===== config.mk =====
export PLATFORM = sky130hd
export DESIGN_NAME = fpmode_filter
export DESIGN_NICKNAME = d
export VERILOG_FILES = /design/src/rtl/fpmf_pkg.sv /design/src/rtl/fpmf_operand_filter.sv /design/src/rtl/fpmf_result_filter.sv /design/src/rtl/fpmf_sticky_flags.sv /design/src/rtl/fpmode_filter.sv
export SDC_FILE = /design/constraint.sdc
export NUM_CORES = 1
export LEC_CHECK = 0
export BUFFER_PORTS_ARGS = -buffer_cell sky130_fd_sc_hd__buf_4
export CORE_AREA = 2 2 91 93
export DETAILED_ROUTE_END_ITERATION = 6
export DIE_AREA = 0 0 93 95
export GPL_TIMING_DRIVEN = 0
export PLACE_DENSITY = 0.51
export SLEW_MARGIN = 20
export SYNTH_ARGS = -nofsm -noshare
export SYNTH_HDL_FRONTEND = slang
export SYNTH_HIERARCHICAL = 1
export SYNTH_SLANG_ARGS = --single-unit

===== constraint.sdc =====
create_clock -name clk -period 3.35 [get_ports clk]
set_input_delay 0.5025 -clock clk [delete_from_list [all_inputs] [get_ports clk]]
set_output_delay 0.5025 -clock clk [all_outputs]
set_load 0.02 [all_outputs]

===== src/rtl/fpmf_pkg.sv =====
package fpmf_pkg;

    typedef enum logic [1:0] {
        OPC_ARITH = 2'b00,
        OPC_COPY  = 2'b01,
        OPC_ABS   = 2'b10,
        OPC_NEG   = 2'b11
    } op_class_e;

    localparam int NUM_OPS   = 2;
    localparam int FLAG_IDN  = 0;
    localparam int FLAG_UFL  = 1;
    localparam int NUM_FLAGS = 2;

endpackage


===== src/rtl/fpmf_operand_filter.sv =====
module fpmf_operand_filter #(
    parameter int EXP_W  = 8,
    parameter int FRAC_W = 23
) (
    input  logic [EXP_W+FRAC_W:0] opnd_i,
    input  logic                  arith_i,
    input  logic                  flush_en_i,
    input  logic                  dnan_en_i,
    output logic [EXP_W+FRAC_W:0] opnd_o,
    output logic                  flushed_o,
    output logic                  nan_o
);
    localparam int W = 1 + EXP_W + FRAC_W;
    localparam logic [W-1:0] CANON_NAN =
        {1'b0, {EXP_W{1'b1}}, 1'b1, {(FRAC_W-1){1'b0}}};

    logic [EXP_W-1:0]  exp_f;
    logic [FRAC_W-1:0] frac_f;
    logic              is_sub;

    assign exp_f  = opnd_i[W-2 -: EXP_W];
    assign frac_f = opnd_i[FRAC_W-1:0];
    assign is_sub = (exp_f == '0) && (frac_f != '0);
    assign nan_o  = (exp_f == '1) && (frac_f != '0);

    always_comb begin
        opnd_o    = opnd_i;
        flushed_o = 1'b0;
        if (arith_i) begin
            if (dnan_en_i && nan_o) begin
                opnd_o = CANON_NAN;
            end else if (flush_en_i && is_sub) begin
                opnd_o    = {opnd_i[W-1], {(W-1){1'b0}}};
                flushed_o = 1'b1;
            end
        end
    end
endmodule


===== src/rtl/fpmf_result_filter.sv =====
module fpmf_result_filter #(
    parameter int EXP_W  = 8,
    parameter int FRAC_W = 23
) (
    input  logic [EXP_W+FRAC_W:0] res_i,
    input  logic                  tiny_i,
    input  logic                  any_in_nan_i,
    input  logic                  arith_i,
    input  logic                  flush_en_i,
    input  logic                  dnan_en_i,
    output logic [EXP_W+FRAC_W:0] res_o,
    output logic                  flushed_o
);
    localparam int W = 1 + EXP_W + FRAC_W;
    localparam logic [W-1:0] CANON_NAN =
        {1'b0, {EXP_W{1'b1}}, 1'b1, {(FRAC_W-1){1'b0}}};

    logic res_nan;
    assign res_nan = (res_i[W-2 -: EXP_W] == '1) && (res_i[FRAC_W-1:0] != '0);

    always_comb begin
        res_o     = res_i;
        flushed_o = 1'b0;
        if (arith_i) begin
            if (dnan_en_i && (res_nan || any_in_nan_i)) begin
                res_o = CANON_NAN;
            end else if (flush_en_i && tiny_i) begin
                res_o     = {res_i[W-1], {(W-1){1'b0}}};
                flushed_o = 1'b1;
            end
        end
    end
endmodule


===== src/rtl/fpmf_sticky_flags.sv =====
module fpmf_sticky_flags #(
    parameter int N = 2
) (
    input  logic         clk,
    input  logic         rst_n,
    input  logic         upd_i,
    input  logic         clr_i,
    input  logic [N-1:0] evt_i,
    output logic [N-1:0] flags_o
);
    logic [N-1:0] kept;
    logic [N-1:0] flags_nxt;

    always_comb begin
        kept      = clr_i ? '0 : flags_o;
        flags_nxt = kept | (upd_i ? evt_i : '0);
    end

    always_ff @(posedge clk) begin
        if (!rst_n) begin
            flags_o <= '0;
        end else begin
            flags_o <= flags_nxt;
        end
    end
endmodule


===== src/rtl/fpmode_filter.sv =====
module fpmode_filter #(
    parameter int                EXP_W     = 8,
    parameter int                FRAC_W    = 23,
    parameter int                CTRL_W    = 32,
    parameter int                FZ_BIT    = 24,
    parameter int                DN_BIT    = 25,
    parameter logic [CTRL_W-1:0] TRAP_MASK = 32'h0000_9F00
) (
    input  logic                  clk,
    input  logic                  rst_n,
    input  logic [CTRL_W-1:0]     ctrl_word,
    input  logic [1:0]            op_class,
    input  logic [EXP_W+FRAC_W:0] opnd_a,
    input  logic [EXP_W+FRAC_W:0] opnd_b,
    input  logic [EXP_W+FRAC_W:0] core_res,
    input  logic                  core_tiny,
    input  logic                  stat_upd,
    input  logic                  stat_clr,
    output logic [EXP_W+FRAC_W:0] filt_a,
    output logic [EXP_W+FRAC_W:0] filt_b,
    output logic [EXP_W+FRAC_W:0] filt_res,
    output logic                  fast_mode,
    output logic                  flag_in_dnorm,
    output logic                  flag_uflow
);
    import fpmf_pkg::*;

    localparam int W = 1 + EXP_W + FRAC_W;

    op_class_e                cls;
    logic                     arith;
    logic                     flush_en;
    logic                     dnan_en;
    logic [W-1:0]             opnd_in  [NUM_OPS];
    logic [W-1:0]             opnd_out [NUM_OPS];
    logic [NUM_OPS-1:0]       opnd_flushed;
    logic [NUM_OPS-1:0]       opnd_nan;
    logic                     res_flushed;
    logic [NUM_FLAGS-1:0]     evt;
    logic [NUM_FLAGS-1:0]     flags;

    assign cls      = op_class_e'(op_class);
    assign flush_en = ctrl_word[FZ_BIT];
    assign dnan_en  = ctrl_word[DN_BIT];

    always_comb begin
        arith = 1'b0;
        unique case (cls)
            OPC_ARITH:                 arith = 1'b1;
            OPC_COPY, OPC_ABS, OPC_NEG: arith = 1'b0;
        endcase
    end

    assign fast_mode = flush_en && dnan_en && ((ctrl_word & TRAP_MASK) == '0);

    assign opnd_in[0] = opnd_a;
    assign opnd_in[1] = opnd_b;

    for (genvar i = 0; i < NUM_OPS; i++) begin : g_opnd
        fpmf_operand_filter #(
            .EXP_W  (EXP_W),
            .FRAC_W (FRAC_W)
        ) u_opf (
            .opnd_i     (opnd_in[i]),
            .arith_i    (arith),
            .flush_en_i (flush_en),
            .dnan_en_i  (dnan_en),
            .opnd_o     (opnd_out[i]),
            .flushed_o  (opnd_flushed[i]),
            .nan_o      (opnd_nan[i])
        );
    end

    assign filt_a = opnd_out[0];
    assign filt_b = opnd_out[1];

    fpmf_result_filter #(
        .EXP_W  (EXP_W),
        .FRAC_W (FRAC_W)
    ) u_resf (
        .res_i        (core_res),
        .tiny_i       (core_tiny),
        .any_in_nan_i (|opnd_nan),
        .arith_i      (arith),
        .flush_en_i   (flush_en),
        .dnan_en_i    (dnan_en),
        .res_o        (filt_res),
        .flushed_o    (res_flushed)
    );

    assign evt[FLAG_IDN] = |opnd_flushed;
    assign evt[FLAG_UFL] = res_flushed;

    fpmf_sticky_flags #(
        .N (NUM_FLAGS)
    ) u_flags (
        .clk     (clk),
        .rst_n   (rst_n),
        .upd_i   (stat_upd),
        .clr_i   (stat_clr),
        .evt_i   (evt),
        .flags_o (flags)
    );

    assign flag_in_dnorm = flags[FLAG_IDN];
    assign flag_uflow    = flags[FLAG_UFL];
endmodule


After elaboration in Yosys (flattened, before gate mapping)

Index checks and enable logic that the tools add are counted.

Flip-flop bits (word level): 2
Bits of input ports: 135
Output and inout port bits: 99
Word-level logic and storage cells: 53

Eq/ne operators: 6
Muxes and demuxes: 21
Bitwise gates (word level): 1
Reductions and logical operators: 24

Operators with widths:

| cell                                                                  | count |
|---|---|
| 32-bit two-way mux                                                    | 6 |
| 31-bit two-way mux                                                    | 3 |
| 23-bit nonzero test                                                   | 3 |
| 32-bit logical NOT                                                    | 1 |
| 8-bit equality test, second input constant                            | 3 |
| 8-bit logical NOT                                                     | 2 |
| 1-bit logical AND                                                     | 13 |
| 1-bit two-way mux                                                     | 9 |
| 2-bit equality test, second input constant                            | 2 |
| 2-bit two-way mux                                                     | 2 |
| 2-bit OR reduction                                                    | 2 |
| 3-bit OR reduction                                                    | 1 |
| 2-bit by 1-bit equality test with 1-bit output, second input constant | 1 |
| 2-bit logical NOT                                                     | 1 |
| 2-bit bitwise OR                                                      | 1 |
| 1-bit one-hot mux with 2 select lines                                 | 1 |
| 1-bit logical OR                                                      | 1 |

Logic depth before layout (Yosys ltp)

Gate-level depths: netlist (run 1).

Word-level depth: 9
Depth in mapped cells: 10
Depth with buffers taken out: 9

Cells and area by module

Netlist (run 1), hierarchy kept.

Modules (own cells, without submodules):

| module              | instances | cells each | area each (um^2) | seq. area each (um^2) |
|---|---|---|---|---|
| fpmf_operand_filter | 2         | 59         | 352.8            | 0.0 |
| fpmf_result_filter  | 1         | 65         | 416.6            | 0.0 |
| fpmf_sticky_flags   | 1         | 8          | 75.1             | 40.0 |
| fpmode_filter       | 1         | 6          | 40.0             | 0.0 |

Least setup slack after synthesis (run 1)

No wires, ideal clock.

Kind: input-to-output
From: input opnd_b[19]
To: output filt_res[12]
Data arrival time: 2,467 ps
Required time: 2,847 ps
Path slack: 381 ps
Stages on the path: 10
Buffers on the path: 1
Cell sequence: nor4_1 -> nand4_1 -> nor2_1 -> nor3_1 -> or2_2 -> a22oi_1 -> nand3_1 -> o211ai_2 -> buf_4 -> and2_1

Longest elaborated chain between the ends: 7

RTL lines:

| element               | line                      | text |
|---|---|---|
| start: declaration    | fpmode_filter.sv:14       | `input logic [EXP_W+FRAC_W:0] opnd_b,` |
| 23-bit nonzero test   | fpmf_operand_filter.sv:24 | `assign nan_o = (exp_f == '1) && (frac_f != '0);` |
| 1-bit logical AND     | fpmf_operand_filter.sv:24 |  |
| named net opnd_nan[1] | fpmode_filter.sv:37       | `logic [NUM_OPS-1:0] opnd_nan;` |
| 2-bit OR reduction    | fpmode_filter.sv:83       | `.any_in_nan_i (\|opnd_nan),` |
| 1-bit logical OR      | fpmf_result_filter.sv:25  | `if (dnan_en_i && (res_nan \|\| any_in_nan_i)) begin` |
| 1-bit logical AND     | fpmf_result_filter.sv:25  |  |
| 32-bit two-way mux    | fpmf_result_filter.sv:25  |  |
| 32-bit two-way mux    | fpmf_result_filter.sv:24  | `if (arith_i) begin` |
| end: declaration      | fpmode_filter.sv:21       | `output logic [EXP_W+FRAC_W:0] filt_res,` |

The timed path passes the listed nets, and every way through them passes these cells.

Final worst setup path (run 1)

From: input opnd_a[19]
To: output filt_res[12]

Longest elaborated chain between the ends: 7

RTL lines:

| element               | line                      | text |
|---|---|---|
| start: declaration    | fpmode_filter.sv:13       | `input logic [EXP_W+FRAC_W:0] opnd_a,` |
| 23-bit nonzero test   | fpmf_operand_filter.sv:24 |  |
| 1-bit logical AND     | fpmf_operand_filter.sv:24 |  |
| named net opnd_nan[0] | fpmode_filter.sv:37       |  |
| 2-bit OR reduction    | fpmode_filter.sv:83       |  |
| 1-bit logical OR      | fpmf_result_filter.sv:25  |  |
| 1-bit logical AND     | fpmf_result_filter.sv:25  |  |
| 32-bit two-way mux    | fpmf_result_filter.sv:25  |  |
| 32-bit two-way mux    | fpmf_result_filter.sv:24  |  |

The timed path passes the listed nets, and every way through them passes these cells.

==> impl_metrics.py, run 1 <==
metrics = {
    "grt": {
        "grt_max_degree": 12,
        "grt_first_pass_wirelength_um": 9501,
        "grt_remaining_overflow": 0,
        "number_of_antenna_violations_at_the_first_check_in_global_routing": 0,
        "globalRouteTotalUtil": 0.1305,
        "grt_pass1_vias": 2092,
    },
    "detailed_routing": {
        "remaining_number_of_nets_flagged_by_the_antenna_check_after_routing": 0,
        "drt-wirelength-per-cell_um": 12.59,
        "wl_final_um": 6547,
        "routed_via_density": 4.283,
        "route.vias.total": 2227,
        "drt_first_iter_violations": 38,
        "route.detailed.drc": 0,
        "drt-pass1-iter-count": 4,
    },
    "power_and_ir_drop": {
        "netSwitchingPower_mw": 0.1976,
        "finalPower_mw": 0.4972,
        "vdd_drop_max_mv": 0.07376,
        "power_frac_clock": 0.187,
        "leakage_nw": 1.457,
        "sw_frac_of_total": 0.3975,
        "power_report.internal_total_mw": 0.2996,
        "seq_power_share": 0.049,
        "pwr_density_cell_nw_per_um2": 162.5,
        "combinationalPowerShare": 0.764,
    },
    "place": {
        "hpwlAfterDp_um": 5767,
        "gpl.final_weighted_congestion": 0.7397,
        "placed_cells": 511,
        "numPortBuffers": 209,
        "pre_cts_slack_ps": -190.7,
    },
    "clocking": {
        "ctsHoldBuffers": 0,
        "tritoncts.num_buffers": 3,
        "cts_tree": "built",
        "cts_max_path_buffers": 2,
        "cts.root.buffer_cell": "clkbuf_8",
        "htreeDepth": 1,
        "cts_num_sinks": 2,
        "clk_slew_on_worst_s_h_paths_ps": 30,
        "clock_latency_ps": 210,
    },
    "sta": {
        "setup_ws_ps": 188.4,
        "fin_setup_tns_ps": 0,
        "timing.final.max_slew_violations": 0,
        "clock_skew_ps": 0,
        "finalCriticalPeriod_ps": 3162,
        "setup_viol": 0,
        "finalHoldViolations": 0,
        "worstMarginPinSlew_ps": 847.8,
        "worst_rel_slew_slack": 0.4327,
        "fmaxAchievable_ghz": 0.3163,
        "period_share": 0.9438,
    },
    "final_layout": {
        "multi_input_logic_area_um2": 1139,
        "most_flop_heavy_register": "u_flags/flags_o",
        "fin_util": 0.3859,
        "n_antenna_cell": 0,
        "seq_area_um2": 40.04,
        "largest_reg_flops": 2,
        "drive_gt1_frac": 0.5880,
        "number_of_nets_in_the_final_layout": 552,
        "syn_to_final_growth_pct": 147.2,
        "top_regs": "u_flags/flags_o (2)",
        "fillers": 883,
        "final_cell_count_no_fill": 520,
    },
    "synthesis": {
        "synthesis.instances": 197,
        "ys.warnings.count": 6,
        "synth-seq-cells": 2,
        "top_cells_by_instance_count_after_synthesis": "and2_1 (68), nand2_1 (21), clkbuf_1 (16)",
        "synth_area_leaders": "and2_1 (34%), nor4_1 (7.1%), nand2_1 (6.4%)",
        "postSynthNetCount": 332,
        "yosys_most_used_dff": "dfxtp_1",
        "synth_edf_count": 0,
        "yosysTopAreaCellShare": 0.3438,
        "syn-cell-area_um2": 1237,
        "synth.lib_cells_used.distinct": 31,
        "synth.most_common_cell": "and2_1",
        "synth_largest_area_cell": "and2_1",
        "syn-mean-instance-area_um2": 6.281,
        "synth_sequential_area_ratio": 0.03236,
        "synth-async-reset-ratio": 0,
    },
    "setup_path": {
        "worst_ep_arrival_time_ps": 2660,
        "rr_endpoint": "u_flags/flags_o[0]",
        "rr_worst_depth": 2,
        "critPathKind": "input port to output pin",
        "path_max_fanout": 10,
        "worst_setup_path_end_kind": "output pin",
        "r2r-start": "u_flags/flags_o[0]",
        "critPathLaunchType": "input port",
        "regToRegSetupSlack_ps": 2770,
        "worstPathRequired_ps": 2850,
    },
    "hold_path": {
        "min_path_type": "register to register",
        "worstHoldStart": "u_flags/flags_o[1]",
        "min_path_cells": 2,
        "hold_end": "u_flags/flags_o[1]",
    },
    "floorplanning": {
        "initial_core_utilization": 0.1561,
        "die_w_um": 93,
        "die_area_um2": 8835,
        "die_h_um": 95,
        "core_area_um2": 7928,
        "i_o_pin_count": 234,
        "placementRows": 33,
    },
    "run": {
        "cap_violations": 0,
    },
    "run_status": {
        "run_status": "completed",
    },
}
==> cells by family after synthesis <==
kind of cell	count (synthesis)	synth area share
AO/OA/AOI/OAI	21	0.1375
buffers and inverters	20	0.07583
flip-flops	2	0.03236
AND/OR/NAND/NOR	154	0.7543
==> worst max-delay path: stages <==
cell      delay, ps
buf_4           110
nor4_1          280
nand4_1         200
nor2_2          190
nor3_1           80
or2_2           310
a22oi_2         210
nand3_1         120
o211ai_2        210
buf_4           170
and2_1          140
buf_4           140
==> layout by cell type (no fill, tap or decap) <==
cell / instances
and2_1: 68
nand4_2: 1
a22oi_2: 1
buf_6: 2
nor2_2: 2
and3b_1: 1
o21a_1: 1
nor4_1: 10
a21oi_1: 9
nor3_2: 2
a21boi_1: 2
or2_2: 2
buf_4: 216
nor2_1: 9
clkbuf_8: 3
nand2_1: 21
o211ai_2: 2
o22ai_4: 2
nor4_2: 9
nand3_1: 5
buf_1: 1
and3_1: 1
o31ai_2: 1
nand2b_1: 2
nor4_4: 1
or4_1: 1
nor3_1: 10
and4_1: 2
nand4_1: 7
a211oi_1: 1
o21ai_0: 2
dfxtp_1: 2
clkbuf_1: 16
==> worst max path at each step <==
| stage | from | end | slack (ps) | depth (start not counted) |
|---|---|---|---|---|
| 2_1_floorplan | opnd_b[19] | filt_res[12] | 380 | 10 |
| 3_3_place_gp | opnd_b[0] | filt_res[12] | -210 | 12 |
| 3_5_place_dp | opnd_b[0] | filt_res[12] | -190 | 12 |
| 4_1_cts | opnd_a[0] | filt_res[12] | 10 | 12 |
| 5_1_grt | opnd_a[19] | filt_res[12] | -7 | 12 |
| 6_report | opnd_a[19] | filt_res[12] | 190 | 12 |
==> per-stage QoR <==
stage | hold slack, ps | instance area [µm²]
floorplan | 545.6 | 1237
global route | 495.2 | 3059
finish | 468.1 | 3059
global placement | 461.8 | 2938
detailed placement | 466.0 | 2938
CTS | 473.0 | 3002
==> power groups by stage <==
| stage | clock [mW] | sequential, mW | combinational (mW) |
|---|---|---|---|
| after floorplan | 0 | 0.0248 | 0.150 |
| after global placement | 0 | 0.0246 | 0.379 |
| after detailed placement | 0 | 0.0246 | 0.380 |
| after CTS | 0.0963 | 0.0243 | 0.382 |
| after global routing | 0.0968 | 0.0243 | 0.408 |
| final | 0.0930 | 0.0243 | 0.380 |
==> cell type report <==
| type | instances | area share |
|---|---|---|
| well taps | 105 | 0.04294 |
| flip-flops and latches | 2 | 0.01309 |
| plain buffers | 20 | 0.03067 |
| multi-input cells | 175 | 0.3722 |
| repair buffers | 215 | 0.5276 |
| clock buffers | 3 | 0.01350 |
==> per-layer routing <==
metal / wire length [µm] / track usage / vias up
li1: - / - / 1120
met1: 2227 / 0.1352 / 981
met2: 3547 / 0.2729 / 126
met3: 773 / 0.03192 / 0
met4: 0 / 0.007353 / 0
met5: 0 / 0 / -
==> repair_timing <==
action | 4_1_cts | 5_1_grt
endpoints found under the setup margin | 14 | 11
resized for setup | 2 | 5
hold endpoints to repair | 0 | 0
pin swaps | 2 | 5
buffers inserted | 2 | 4
Note: power is estimated with default switching activity, not from simulation.
==> run 2, diff against run 1 <==
--- a/config.mk
+++ b/config.mk
@@ -6,11 +6,11 @@
 export NUM_CORES = 1
 export LEC_CHECK = 0
 export BUFFER_PORTS_ARGS = -buffer_cell sky130_fd_sc_hd__buf_4
-export CORE_AREA = 2 2 91 93
+export CORE_AREA = 2 2 92 94
 export DETAILED_ROUTE_END_ITERATION = 6
-export DIE_AREA = 0 0 93 95
+export DIE_AREA = 0 0 94 96
 export GPL_TIMING_DRIVEN = 0
-export PLACE_DENSITY = 0.51
+export PLACE_DENSITY = 0.52
 export SLEW_MARGIN = 20
 export SYNTH_ARGS = -nofsm -noshare
 export SYNTH_HDL_FRONTEND = slang
==> constraint.sdc (replaced) <==
create_clock -name clk -period 2.8 [get_ports clk]
set_input_delay 0.42 -clock clk [delete_from_list [all_inputs] [get_ports clk]]
set_output_delay 0.42 -clock clk [all_outputs]
set_load 0.02 [all_outputs]
==> run 2 against run 1 <==
- the flow now finishes with violations (setup timing)
- non-clock buffer count up 11
- register-to-register slack got worse by 570 ps
- largest power group unchanged
- highest routed layer is now met4
- first-iteration DRC count is 11% lower
- global-route usage is 0.49 points higher
==> impl_metrics.py, run 2 (synthesis gave the netlist of run 1 again) <==
metrics = {
    "run_status": {
        "run_status": "complete, but fails checks",
        "violated_checks": "setup timing",
    },
    "setup_path": {
        "setup.worst_path.end": "filt_res[14]",
        "critPathMaxStageDelay_ps": 260,
        "rr_worst_depth": 2,
        "rr_endpoint": "u_flags/flags_o[0]",
        "r2r-start": "u_flags/flags_o[0]",
        "worstPathRequired_ps": 2380,
        "timing.critical_path.slowest_stage_cell": "nor4_4",
        "worstPathCellList": "buf_6 -> nor4_4 -> nand4_1 -> nor2_2 -> nor3_2 -> or2_4 -> a22oi_2 -> nand3_2 -> o211ai_4 -> buf_6 -> and2_4 -> buf_6",
        "crit_family": "simple AND/OR/NAND/NOR gates",
        "count_of_cell_instances_traversed_by_the_critical_path": 12,
        "startpoint": "opnd_b[0]",
        "path_max_fanout": 5,
        "path_buf_inv": 3,
        "regToRegSetupSlack_ps": 2200,
        "worst_setup_path_end_kind": "output pin",
        "worst_ep_arrival_time_ps": 2460,
        "critical-path-top-cell-by-count": "buf_6",
        "critPathLaunchType": "input port",
        "critPathKind": "input port to output pin",
    },
    "sta": {
        "worstMarginPinSlew_ps": 592.7,
        "finalHoldViolations": 0,
        "setup_ws_ps": -83.40,
        "fmaxAchievable_ghz": 0.3468,
        "clock_skew_ps": 0,
        "period_share": 1.030,
        "worst_rel_slew_slack": 0.6045,
        "timing.final.max_slew_violations": 0,
        "rsz_0062_raised_after_global_routing": "true",
        "setup_viol": 14,
        "finalCriticalPeriod_ps": 2883,
    },
    "final_layout": {
        "fin_util": 0.4274,
        "mostFrequentLayoutCell": "buf_4",
        "final_cell_count_no_fill": 532,
        "drive_gt1_frac": 0.6761,
        "most_flop_heavy_register": "u_flags/flags_o",
        "syn_to_final_growth_pct": 178.1,
        "number_of_nets_in_the_final_layout": 563,
        "largest_reg_flops": 2,
        "top_regs": "u_flags/flags_o (2)",
        "commonest_cells_after_routing_fill_and_taps_aside": "buf_4 (192), and2_1 (46), buf_6 (38)",
    },
    "clocking": {
        "cts.root.buffer_cell": "clkbuf_8",
        "tritoncts.num_buffers": 3,
        "clk_slew_on_worst_s_h_paths_ps": 30,
        "ctsHoldBuffers": 0,
        "cts_max_path_buffers": 2,
        "cts_tree": "built",
        "cts_num_sinks": 2,
        "htreeDepth": 1,
        "clock_latency_ps": 210,
    },
    "detailed_routing": {
        "drt-pass1-iter-count": 2,
        "drt-wirelength-per-cell_um": 13.60,
        "remaining_number_of_nets_flagged_by_the_antenna_check_after_routing": 0,
        "routed_via_density": 4.393,
        "route.vias.total": 2337,
        "route.detailed.drc": 0,
        "drt_first_iter_violations": 34,
        "wl_final_um": 7235,
    },
    "floorplanning": {
        "die_w_um": 94,
        "core_area_um2": 8051,
        "i_o_pin_count": 234,
        "initial_core_utilization": 0.1537,
        "die_area_um2": 9024,
        "die_h_um": 96,
        "placementRows": 33,
    },
    "grt": {
        "number_of_antenna_violations_at_the_first_check_in_global_routing": 1,
        "grt_remaining_overflow": 0,
        "globalRouteTotalUtil": 0.1353,
        "grt_max_degree": 12,
        "grt_first_pass_wirelength_um": 10090,
        "grt_pass1_vias": 2203,
    },
    "place": {
        "placed_cells": 511,
        "gpl.final_weighted_congestion": 0.7753,
        "pre_cts_slack_ps": -580.5,
        "hpwlAfterDp_um": 5971,
        "numPortBuffers": 209,
    },
    "run": {
        "cap_violations": 0,
    },
    "power_and_ir_drop": {
        "vdd_drop_max_mv": 0.1014,
        "pwr_density_cell_nw_per_um2": 189.3,
        "leakage_nw": 1.625,
    },
    "hold_path": {
        "min_path_type": "input port to register",
    },
}
[run 2: how the worst min path moves through the flow]
stage                              end          startpoint  depth (start not counted)  slack (ps)
floorplan           u_flags/flags_o[0]  u_flags/flags_o[0]                          2         550
finish              u_flags/flags_o[1]               rst_n                          2         480
global route        u_flags/flags_o[1]               rst_n                          2         480
detailed placement  u_flags/flags_o[1]  u_flags/flags_o[1]                          2         480
global placement    u_flags/flags_o[1]  u_flags/flags_o[1]                          2         470
CTS                 u_flags/flags_o[1]               rst_n                          2         480
[run 2: worst reg2reg max path, stage by stage (launching register included)]
cell and delay, ps:
dfxtp_1 320, nand2b_1 60, a21boi_1 150
[run 2: layout make-up]
cell class	count	area, µm²
antenna	1	2.502
buffer	19	93.84
clock buffer	3	41.29
fill	818	4611
multi-input combinational	175	1296
sequential	2	40.04
tap	105	131.4
timing repair buffer	227	1836
[run 2: repair_timing]
| item | in CTS | in global routing |
|---|---|---|
| setup endpoints to repair | 42 | 32 |
| gates resized for setup | 37 | 46 |
| pin swaps | 8 | 19 |
| buffers inserted | 17 | 0 |
| gates cloned | 0 | 1 |
[run 2: power by group]
| group | leakage (nW) | internal [mW] | switching [mW] |
|---|---|---|---|
| Clock | 0.0216 | 0.0906 | 0.0196 |
| Combinational | 1.59 | 0.278 | 0.235 |
| Sequential | 0.0161 | 0.0290 | 0.000118 |
[run 2: layer usage]
| layer | wire, µm | vias up | global-route usage |
|---|---|---|---|
| li1 | - | 1149 | - |
| met1 | 2643 | 1048 | 0.1433 |
| met2 | 3874 | 136 | 0.2798 |
| met3 | 682 | 4 | 0.02741 |
| met4 | 34 | 0 | 0.01570 |
| met5 | 0 | - | 0 |
[run 2: stage by stage]
step	TNS [ps]	hold slack, ps	power (mW)	cell area [µm²]
2_1_floorplan	0	545.6	0.2093	1240
3_3_place_gp	-11940	468.1	0.4820	2940
3_5_place_dp	-12100	478.5	0.4839	2940
4_1_cts	-961.5	476.8	0.6225	3279
5_1_grt	-3573	479.2	0.6894	3438
6_report	-1069	476.2	0.6515	3441
